[config.mk]
export PLATFORM = sky130hd
export DESIGN_NAME = spi_burst_master
export DESIGN_NICKNAME = d
export VERILOG_FILES = /design/src/rtl/spi_burst_pkg.sv /design/src/rtl/spi_word_fifo.sv /design/src/rtl/spi_rate_gen.sv /design/src/rtl/spi_shift_engine.sv /design/src/rtl/spi_burst_master.sv
export SDC_FILE = /design/constraint.sdc
export NUM_CORES = 1
export LEC_CHECK = 0
export CAP_MARGIN = 30
export CORE_MARGIN = 5
export CORE_UTILIZATION = 50
export CTS_CLUSTER_DIAMETER = 100
export CTS_CLUSTER_SIZE = 16
export DETAILED_ROUTE_END_ITERATION = 6
export DONT_BUFFER_PORTS = 1
export PLACE_DENSITY = 0.68
export SYNTH_ARGS = -nofsm -noshare
export SYNTH_HDL_FRONTEND = slang
export SYNTH_SLANG_ARGS = --single-unit
export TNS_END_PERCENT = 100
[constraint.sdc]
create_clock -name clk -period 3 [get_ports clk]
set_input_delay 0.3 -clock clk [delete_from_list [all_inputs] [get_ports clk]]
set_output_delay 0.3 -clock clk [all_outputs]
set_load 0.01 [all_outputs]
[src/rtl/spi_burst_pkg.sv]
// Package: shared register layout and engine state type for the SPI burst master.
// Assumes a 32-bit register bus with word addresses.
package spi_burst_pkg;
    localparam int REG_W    = 32;
    localparam int ADDR_W   = 2;
    localparam int LEN_W    = 5;   // burst length field width (bits minus one)
    localparam int RATE_W   = 3;   // divider code width
    localparam int CSEL_W   = 2;   // select field width
    localparam int CS_N     = 1 << CSEL_W;

    localparam logic [ADDR_W-1:0] A_RXQ  = 2'd0;
    localparam logic [ADDR_W-1:0] A_TXQ  = 2'd1;
    localparam logic [ADDR_W-1:0] A_CTRL = 2'd2;
    localparam logic [ADDR_W-1:0] A_STAT = 2'd3;

    localparam int C_EN     = 0;
    localparam int C_MASTER = 1;
    localparam int C_XCH    = 2;
    localparam int C_POL    = 4;
    localparam int C_PHA    = 5;
    localparam int C_CSHI   = 7;
    localparam int C_LEN    = 8;
    localparam int C_RATE   = 16;
    localparam int C_CSEL   = 24;

    localparam int S_OVF    = 6;
    localparam int S_DONE   = 8;

    typedef enum logic [2:0] {
        ST_IDLE,
        ST_LOAD,
        ST_SHIFT,
        ST_STORE,
        ST_FINISH
    } eng_state_t;
endpackage

[src/rtl/spi_word_fifo.sv]
// Module: synchronous word queue with show-ahead read data.
// Assumes pop is only honoured when not empty; a push while full is honoured
// only if a pop happens in the same cycle; clr empties the queue.
module spi_word_fifo #(
    parameter int DW    = 32,
    parameter int DEPTH = 4
) (
    input  logic          clk,
    input  logic          rst_n,
    input  logic          clr,
    input  logic          push,
    input  logic [DW-1:0] wdata,
    input  logic          pop,
    output logic [DW-1:0] rdata,
    output logic          full,
    output logic          empty
);
    localparam int PTR_W = (DEPTH > 1) ? $clog2(DEPTH) : 1;
    localparam int CNT_W = $clog2(DEPTH + 1);

    logic [DW-1:0]    mem [DEPTH];
    logic [PTR_W-1:0] wr_ptr, rd_ptr;
    logic [CNT_W-1:0] count;
    logic             do_push, do_pop;

    function automatic logic [PTR_W-1:0] ptr_next(input logic [PTR_W-1:0] p);
        return (p == PTR_W'(DEPTH - 1)) ? '0 : p + 1'b1;
    endfunction

    assign empty   = (count == '0);
    assign full    = (count == CNT_W'(DEPTH));
    assign do_pop  = pop && !empty;
    assign do_push = push && (!full || do_pop);
    assign rdata   = mem[rd_ptr];

    // Pointer and occupancy bookkeeping.
    always_ff @(posedge clk) begin
        if (!rst_n || clr) begin
            wr_ptr <= '0;
            rd_ptr <= '0;
            count  <= '0;
        end else begin
            if (do_push) wr_ptr <= ptr_next(wr_ptr);
            if (do_pop)  rd_ptr <= ptr_next(rd_ptr);
            count <= count + CNT_W'(do_push) - CNT_W'(do_pop);
        end
    end

    // Storage write.
    always_ff @(posedge clk) begin
        if (do_push) mem[wr_ptr] <= wdata;
    end

    a_r7_count_bound: assert property (@(posedge clk) disable iff (!rst_n)
        count <= CNT_W'(DEPTH));
    a_r7_full_push_ignored: assert property (@(posedge clk) disable iff (!rst_n || clr)
        (full && push && !pop) |=> (count == CNT_W'(DEPTH)));
endmodule

[src/rtl/spi_rate_gen.sv]
// Module: half-period tick generator for the serial clock.
// Assumes run is held high for the whole shift phase; the tick repeats every
// 2<<rate system clocks counted from the cycle run rises.
module spi_rate_gen #(
    parameter int RATE_W = 3
) (
    input  logic              clk,
    input  logic              rst_n,
    input  logic              run,
    input  logic [RATE_W-1:0] rate,
    output logic              tick
);
    localparam int MAX_HALF = 2 << ((1 << RATE_W) - 1);
    localparam int CNT_W    = $clog2(MAX_HALF);

    logic [CNT_W-1:0] cnt;
    logic [CNT_W:0]   half_m1;

    assign half_m1 = ((CNT_W+1)'(2) << rate) - (CNT_W+1)'(1);
    assign tick    = run && ({1'b0, cnt} == half_m1);

    // Count system clocks within one half period.
    always_ff @(posedge clk) begin
        if (!rst_n || !run)  cnt <= '0;
        else if (tick)       cnt <= '0;
        else                 cnt <= cnt + 1'b1;
    end

    a_r4_tick_spacing: assert property (@(posedge clk) disable iff (!rst_n)
        (tick && run) |=> !tick);
endmodule

[src/rtl/spi_shift_engine.sv]
// Module: serial shifter for one exchange of queued words.
// Assumes configuration is stable while an exchange runs; clr aborts
// everything. Each word: load, 2N serial edges, store, then next word or finish.
module spi_shift_engine
    import spi_burst_pkg::*;
#(
    parameter int DW     = 32,
    parameter int LW     = $clog2(DW),
    parameter int RW     = 3
) (
    input  logic          clk,
    input  logic          rst_n,
    input  logic          clr,
    input  logic          start,
    input  logic          pol,
    input  logic          pha,
    input  logic [LW-1:0] last_bit,
    input  logic [RW-1:0] rate,
    input  logic          tx_empty,
    input  logic [DW-1:0] tx_word,
    output logic          tx_pop,
    output logic          rx_push,
    output logic [DW-1:0] rx_word,
    output logic          done,
    output logic          cs_act,
    output logic          sclk,
    output logic          mosi,
    input  logic          miso
);
    localparam int EDGE_W = LW + 1;

    eng_state_t        state;
    logic [DW-1:0]     sh, rx_sh, aligned;
    logic [EDGE_W-1:0] edge_cnt, last_edge;
    logic              sclk_r, mosi_r, cs_r, tick;
    logic              leading, sample, shift_out;

    spi_rate_gen #(.RATE_W(RW)) u_rate (
        .clk  (clk),
        .rst_n(rst_n),
        .run  (state == ST_SHIFT),
        .rate (rate),
        .tick (tick)
    );

    assign last_edge = {last_bit, 1'b1};
    assign aligned   = tx_word << (LW'(DW - 1) - last_bit);
    assign leading   = !edge_cnt[0];
    assign sample    = leading ^ pha;
    assign shift_out = pha ? leading : (!leading && (edge_cnt != last_edge));

    // Sequence load, shift, store and finish for every queued word.
    always_ff @(posedge clk) begin
        if (!rst_n || clr) begin
            state    <= ST_IDLE;
            sh       <= '0;
            rx_sh    <= '0;
            edge_cnt <= '0;
            sclk_r   <= 1'b0;
            mosi_r   <= 1'b0;
            cs_r     <= 1'b0;
        end else begin
            case (state)
                ST_IDLE: begin
                    if (start) state <= tx_empty ? ST_FINISH : ST_LOAD;
                end
                ST_LOAD: begin
                    if (!pha) begin
                        mosi_r <= aligned[DW-1];
                        sh     <= aligned << 1;
                    end else begin
                        sh     <= aligned;
                    end
                    rx_sh    <= '0;
                    edge_cnt <= '0;
                    sclk_r   <= 1'b0;
                    cs_r     <= 1'b1;
                    state    <= ST_SHIFT;
                end
                ST_SHIFT: begin
                    if (tick) begin
                        sclk_r   <= ~sclk_r;
                        edge_cnt <= edge_cnt + 1'b1;
                        if (sample) rx_sh <= {rx_sh[DW-2:0], miso};
                        if (shift_out) begin
                            mosi_r <= sh[DW-1];
                            sh     <= sh << 1;
                        end
                        if (edge_cnt == last_edge) state <= ST_STORE;
                    end
                end
                ST_STORE: begin
                    state <= tx_empty ? ST_FINISH : ST_LOAD;
                end
                ST_FINISH: begin
                    cs_r  <= 1'b0;
                    state <= ST_IDLE;
                end
                default: state <= ST_IDLE;
            endcase
        end
    end

    assign tx_pop  = (state == ST_LOAD);
    assign rx_push = (state == ST_STORE);
    assign rx_word = rx_sh;
    assign done    = (state == ST_FINISH);
    assign cs_act  = cs_r;
    assign sclk    = sclk_r ^ pol;
    assign mosi    = mosi_r;

    a_r5_cs_held_while_shifting: assert property (@(posedge clk) disable iff (!rst_n || clr)
        (state == ST_SHIFT) |-> cs_r);
    a_r6_done_releases_cs: assert property (@(posedge clk) disable iff (!rst_n || clr)
        done |=> !cs_r);
    a_r3_idle_level: assert property (@(posedge clk) disable iff (!rst_n)
        (state == ST_IDLE) |-> (sclk == pol));
    a_r11_empty_start: assert property (@(posedge clk) disable iff (!rst_n || clr)
        (state == ST_IDLE && start && tx_empty) |=> (state == ST_FINISH));
    a_r2_edge_bound: assert property (@(posedge clk) disable iff (!rst_n || clr)
        (state == ST_SHIFT) |-> (edge_cnt <= last_edge));
endmodule

[src/rtl/spi_burst_master.sv]
// Module: top of the SPI burst master: register file, both queues, shifter
// and select-line decode. Assumes one-cycle bus strobes and word addresses.
module spi_burst_master
    import spi_burst_pkg::*;
#(
    parameter int FIFO_DEPTH = 4
) (
    input  logic              clk,
    input  logic              rst_n,
    input  logic              bus_wr,
    input  logic              bus_rd,
    input  logic [ADDR_W-1:0] bus_addr,
    input  logic [REG_W-1:0]  bus_wdata,
    output logic [REG_W-1:0]  bus_rdata,
    output logic              sclk,
    output logic              mosi,
    input  logic              miso,
    output logic [CS_N-1:0]   cs_line
);
    logic              en, master, xch, pol, pha, cs_high;
    logic [LEN_W-1:0]  last_bit;
    logic [RATE_W-1:0] rate;
    logic [CSEL_W-1:0] csel;
    logic              st_done, st_ovf;

    logic              wr_ctrl, wr_stat, wr_tx, rd_rx;
    logic              tx_pop, tx_full, tx_empty;
    logic [REG_W-1:0]  tx_head;
    logic              rx_push, rx_full, rx_empty;
    logic [REG_W-1:0]  rx_word, rx_head;
    logic              eng_done, cs_act, rx_drop;
    logic [REG_W-1:0]  ctrl_rd, stat_rd;

    assign wr_ctrl = bus_wr && (bus_addr == A_CTRL);
    assign wr_stat = bus_wr && (bus_addr == A_STAT);
    assign wr_tx   = bus_wr && (bus_addr == A_TXQ);
    assign rd_rx   = bus_rd && (bus_addr == A_RXQ);
    assign rx_drop = rx_push && rx_full && !rd_rx;

    // Control register: software fields, exchange bit cleared on completion.
    always_ff @(posedge clk) begin
        if (!rst_n) begin
            en <= 1'b0; master <= 1'b0; xch <= 1'b0;
            pol <= 1'b0; pha <= 1'b0; cs_high <= 1'b0;
            last_bit <= '0; rate <= '0; csel <= '0;
        end else begin
            if (wr_ctrl) begin
                en       <= bus_wdata[C_EN];
                master   <= bus_wdata[C_MASTER];
                xch      <= bus_wdata[C_XCH];
                pol      <= bus_wdata[C_POL];
                pha      <= bus_wdata[C_PHA];
                cs_high  <= bus_wdata[C_CSHI];
                last_bit <= bus_wdata[C_LEN +: LEN_W];
                rate     <= bus_wdata[C_RATE +: RATE_W];
                csel     <= bus_wdata[C_CSEL +: CSEL_W];
            end
            if (eng_done) xch <= 1'b0;
        end
    end

    // Status flags: set by events, cleared by writing one.
    always_ff @(posedge clk) begin
        if (!rst_n) begin
            st_done <= 1'b0;
            st_ovf  <= 1'b0;
        end else begin
            st_done <= eng_done || (st_done && !(wr_stat && bus_wdata[S_DONE]));
            st_ovf  <= rx_drop  || (st_ovf  && !(wr_stat && bus_wdata[S_OVF]));
        end
    end

    spi_word_fifo #(.DW(REG_W), .DEPTH(FIFO_DEPTH)) u_txq (
        .clk(clk), .rst_n(rst_n), .clr(!en),
        .push(wr_tx), .wdata(bus_wdata),
        .pop(tx_pop), .rdata(tx_head),
        .full(tx_full), .empty(tx_empty)
    );

    spi_word_fifo #(.DW(REG_W), .DEPTH(FIFO_DEPTH)) u_rxq (
        .clk(clk), .rst_n(rst_n), .clr(!en),
        .push(rx_push), .wdata(rx_word),
        .pop(rd_rx), .rdata(rx_head),
        .full(rx_full), .empty(rx_empty)
    );

    spi_shift_engine #(.DW(REG_W), .LW(LEN_W), .RW(RATE_W)) u_eng (
        .clk(clk), .rst_n(rst_n), .clr(!en),
        .start(en && master && xch),
        .pol(pol), .pha(pha), .last_bit(last_bit), .rate(rate),
        .tx_empty(tx_empty), .tx_word(tx_head), .tx_pop(tx_pop),
        .rx_push(rx_push), .rx_word(rx_word),
        .done(eng_done), .cs_act(cs_act),
        .sclk(sclk), .mosi(mosi), .miso(miso)
    );

    // Select-line decode: chosen line at the active level during an exchange.
    for (genvar i = 0; i < CS_N; i++) begin : g_cs
        assign cs_line[i] = (cs_act && (csel == CSEL_W'(i))) ? cs_high : !cs_high;
    end

    // Register read assembly.
    always_comb begin
        ctrl_rd = '0;
        ctrl_rd[C_EN]                 = en;
        ctrl_rd[C_MASTER]             = master;
        ctrl_rd[C_XCH]                = xch;
        ctrl_rd[C_POL]                = pol;
        ctrl_rd[C_PHA]                = pha;
        ctrl_rd[C_CSHI]               = cs_high;
        ctrl_rd[C_LEN +: LEN_W]       = last_bit;
        ctrl_rd[C_RATE +: RATE_W]     = rate;
        ctrl_rd[C_CSEL +: CSEL_W]     = csel;
        stat_rd = '0;
        stat_rd[S_DONE]               = st_done;
        stat_rd[S_OVF]                = st_ovf;
    end

    // Read data multiplexer.
    always_comb begin
        case (bus_addr)
            A_RXQ:   bus_rdata = rx_empty ? '0 : rx_head;
            A_CTRL:  bus_rdata = ctrl_rd;
            A_STAT:  bus_rdata = stat_rd;
            default: bus_rdata = '0;
        endcase
    end

    a_r8_overflow_flag: assert property (@(posedge clk) disable iff (!rst_n)
        rx_drop |=> st_ovf);
    a_r6_done_sets_flag: assert property (@(posedge clk) disable iff (!rst_n)
        eng_done |=> (st_done && !xch));
    a_r5_single_select: assert property (@(posedge clk) disable iff (!rst_n)
        $countones(cs_line ^ {CS_N{!cs_high}}) <= 1);
endmodule

==> run metrics <==
status finished, violations left; failing checks DRC; CTS tree yes; vias in the first global route approximately 11000; Setup Skew ~0.015 ns; worst path cell trace buf_12, mux4_2, mux4_2, mux2_2, a22oi_1, o21ai_1, a222oi_1, a21oi_1; clk buf depth 3; flop2flop setup slack around 0.14 ns; data required time of the worst path 3.44 ns; post-synth top area cell edfxtp_1; GP Congestion between 0.9 and 1; prevailing post-synth register cell edfxtp_1; IO Pins slightly below 80; # setup viols final 0; Port Buffers 0; Slowest cell on crit path mux4_2; startpoint types register; DR vias/cell between 6 and 7; Worst R2R End u_eng.sh[17]; most common cell in the netlist edfxtp_1; H-Tree Depth 1; ANT nets after route 0; initial antenna violation count 1; clk slew on worst S/H paths roughly 0.08 ns; CP peak stage delay 0.60 ns; EDFF count, synth 256; fmax ~0.35 GHz; CP top delay family multiplexers; later-pin clock latency in the skew report 0.56 ns; leakage dissipation between 0.006 and 0.007 uW; clock sinks 376; setup tns final 0 ns; Wirelength per Cell 22.5 microns; DRT Pass-1 Iters 7; Worst Tran Pin Value between 0.7 and 0.8 ns; DRC 4; Seq cells post-synth 376; final net count approximately 1400; CP most frequent cell mux4_2; end of the critical path u_eng.sh[17]; RSZ-0062 raised after global routing no; top post-synthesis cells by area edfxtp_1 (45%), dfxtp_1 (14%), mux4_2 (11%); Overall Global Routing Usage 0.206; # rows 67; initial drt markers approximately 1100; VDD IR max around 0.5 mV; r2r worst-path depth 8; Die Area 38000 sq um; min Tclk post-route 2.86 ns; Crit Path Class reg2reg; core area 33600 sq um; syn avg cell area 13.4 sq um; Via Count 10900; Total Routed Length around 40 mm; Levels on crit path 8; Worst setup EP type register; mapped cell area 17100 sq um; Cells after Synth approximately 1300; synth warn 0; Tcrit/Tclk final 0.955; Final Max Slew Viols 0; width of the die roughly 190 microns; CTS Buf Count 27; Area Overhead vs Synth 11.7%; largest net degree at the start of global routing 61; max_cap viols 0; sequential fraction of the synthesis area 0.590; PD cells 492 nW/um^2; DP HPWL between 20 and 30 mm; root buffer cell clkbuf_16; Bufs and invs on worst path 1; DIE HEIGHT 195 microns; Hold/Removal Path Class in2reg; Initial Utilization 0.509; Distinct cells, synth 71; share of cells above drive strength 1 0.167; Yosys top cell area share 0.450; CP arrival between 3 and 4 ns; post-layout util 0.568; hold_sp bus_wdata[18]; relative slew slack 0.479; first-pass GRT wire length between 60 and 70 mm; Fin. Hold Viols 0; syn nets approximately 1300; global route overflow 0; Crit Path Max Fanout 16; ys async rst share 0; top post-synthesis cells by count edfxtp_1 (256), nand2_1 (132), dfxtp_1 (120), mux4_2 (85), a21oi_1 (66)
## per-stage QoR
stage | instances | setup slack [ns] | power, uW | hold slack [ns] | instance area (sq um)
finish | 1784 | 0.136 | 9390 | 0.0457 | 19100
global route | 1784 | 0.0118 | 9700 | 0.0484 | 19100
CTS | 1775 | 0.0225 | 9450 | 0.0428 | 19000
detailed placement | 1686 | 0.0262 | 5990 | 0.399 | 17800
global placement | 1686 | 0.0499 | 5990 | 0.399 | 17800
floorplan | 1280 | 0.00285 | 5890 | 0.399 | 17100
## layout by cell type (no fill, tap or decap), drive strengths merged, types with 39 or more instances in the layout
cell	Yosys	final
clkbuf	64	47
nor2	60	60
nand3	54	54
dfxtp	120	120
mux2i	60	60
dlygate4sd3	0	39
buf	32	61
nand2	132	132
a21oi	66	66
mux4	90	90
edfxtp	256	256
## worst register-to-register path, cell delays in order (launching register included)
cell and delay (ns):
dfxtp_4 0.40, buf_12 0.18, mux4_2 0.61, mux4_2 0.50, mux2_2 0.30, a22oi_1 0.18, o21ai_1 0.14, a222oi_1 0.32
a21oi_1 0.11
## power breakdown
group | leakage (uW) | switching (uW) | internal, uW
combinational | 0.00256 | 238 | 184
clock | 0.000382 | 1700 | 1740
sequential | 0.00361 | 14.8 | 5510
## metal layers
| metal | up-vias | share of wire | global-route usage |
|---|---|---|---|
| met5 | - | 0 | 0 |
| met4 | 0 | 0.022 | 0.0486 |
| met3 | 67 | 0.069 | 0.0377 |
| met2 | 387 | 0.46 | 0.314 |
| met1 | 5452 | 0.45 | 0.310 |
| li1 | 4959 | - | - |
## area by class of cell
class                           count  area (sq um)
Fill cell                        2692         14500
Sequential cell                   376         10100
Multi-Input combinational cell    785          6550
Timing Repair Buffer              101          1020
Clock buffer                       46           747
Tap cell                          448           561
Inverter                           23          86.3
Clock inverter                      4          38.8
Antenna cell                        1          2.50
## how the worst min path moves through the flow
stage	end	slack (ns)	cells past startpoint
after floorplan	u_txq.mem[0][0]	0.40	0
after global placement	u_txq.mem[2][26]	0.40	0
after detailed placement	u_txq.mem[1][29]	0.40	0
after CTS	rate[0]	0.04	2
after global routing	rate[2]	0.05	2
final	rate[2]	0.05	2
## sequential cells by signal, indices dropped and copies added, names as in the netlist, 3 cells and up, named ones only
register,count
last_bit,5
rate,3
u_eng.edge_cnt,6
u_eng.rx_word,32
u_eng.sh,32
u_eng.state,3
u_eng.u_rate.cnt,8
u_rxq.count,3
u_rxq.mem,128
u_txq.count,3
u_txq.mem,128
## logic make-up after synthesis
family          after synthesis  share of synthesized area
flops                       376                      0.590
mux                         174                      0.171
simple gates                344                     0.0941
buf+inv                     119                     0.0296
compound gates              222                     0.0870
fa+ha+maj                    19                     0.0148
xor+xnor                     26                     0.0133
## repair_timing
action                     CTS  global route
setup endpoints to repair    0            49
hold endpoints to repair   151             0
setup buffers                0             7
resized for setup            0             5
hold buffers                39             0
Power figures use the tool's default switching activity.
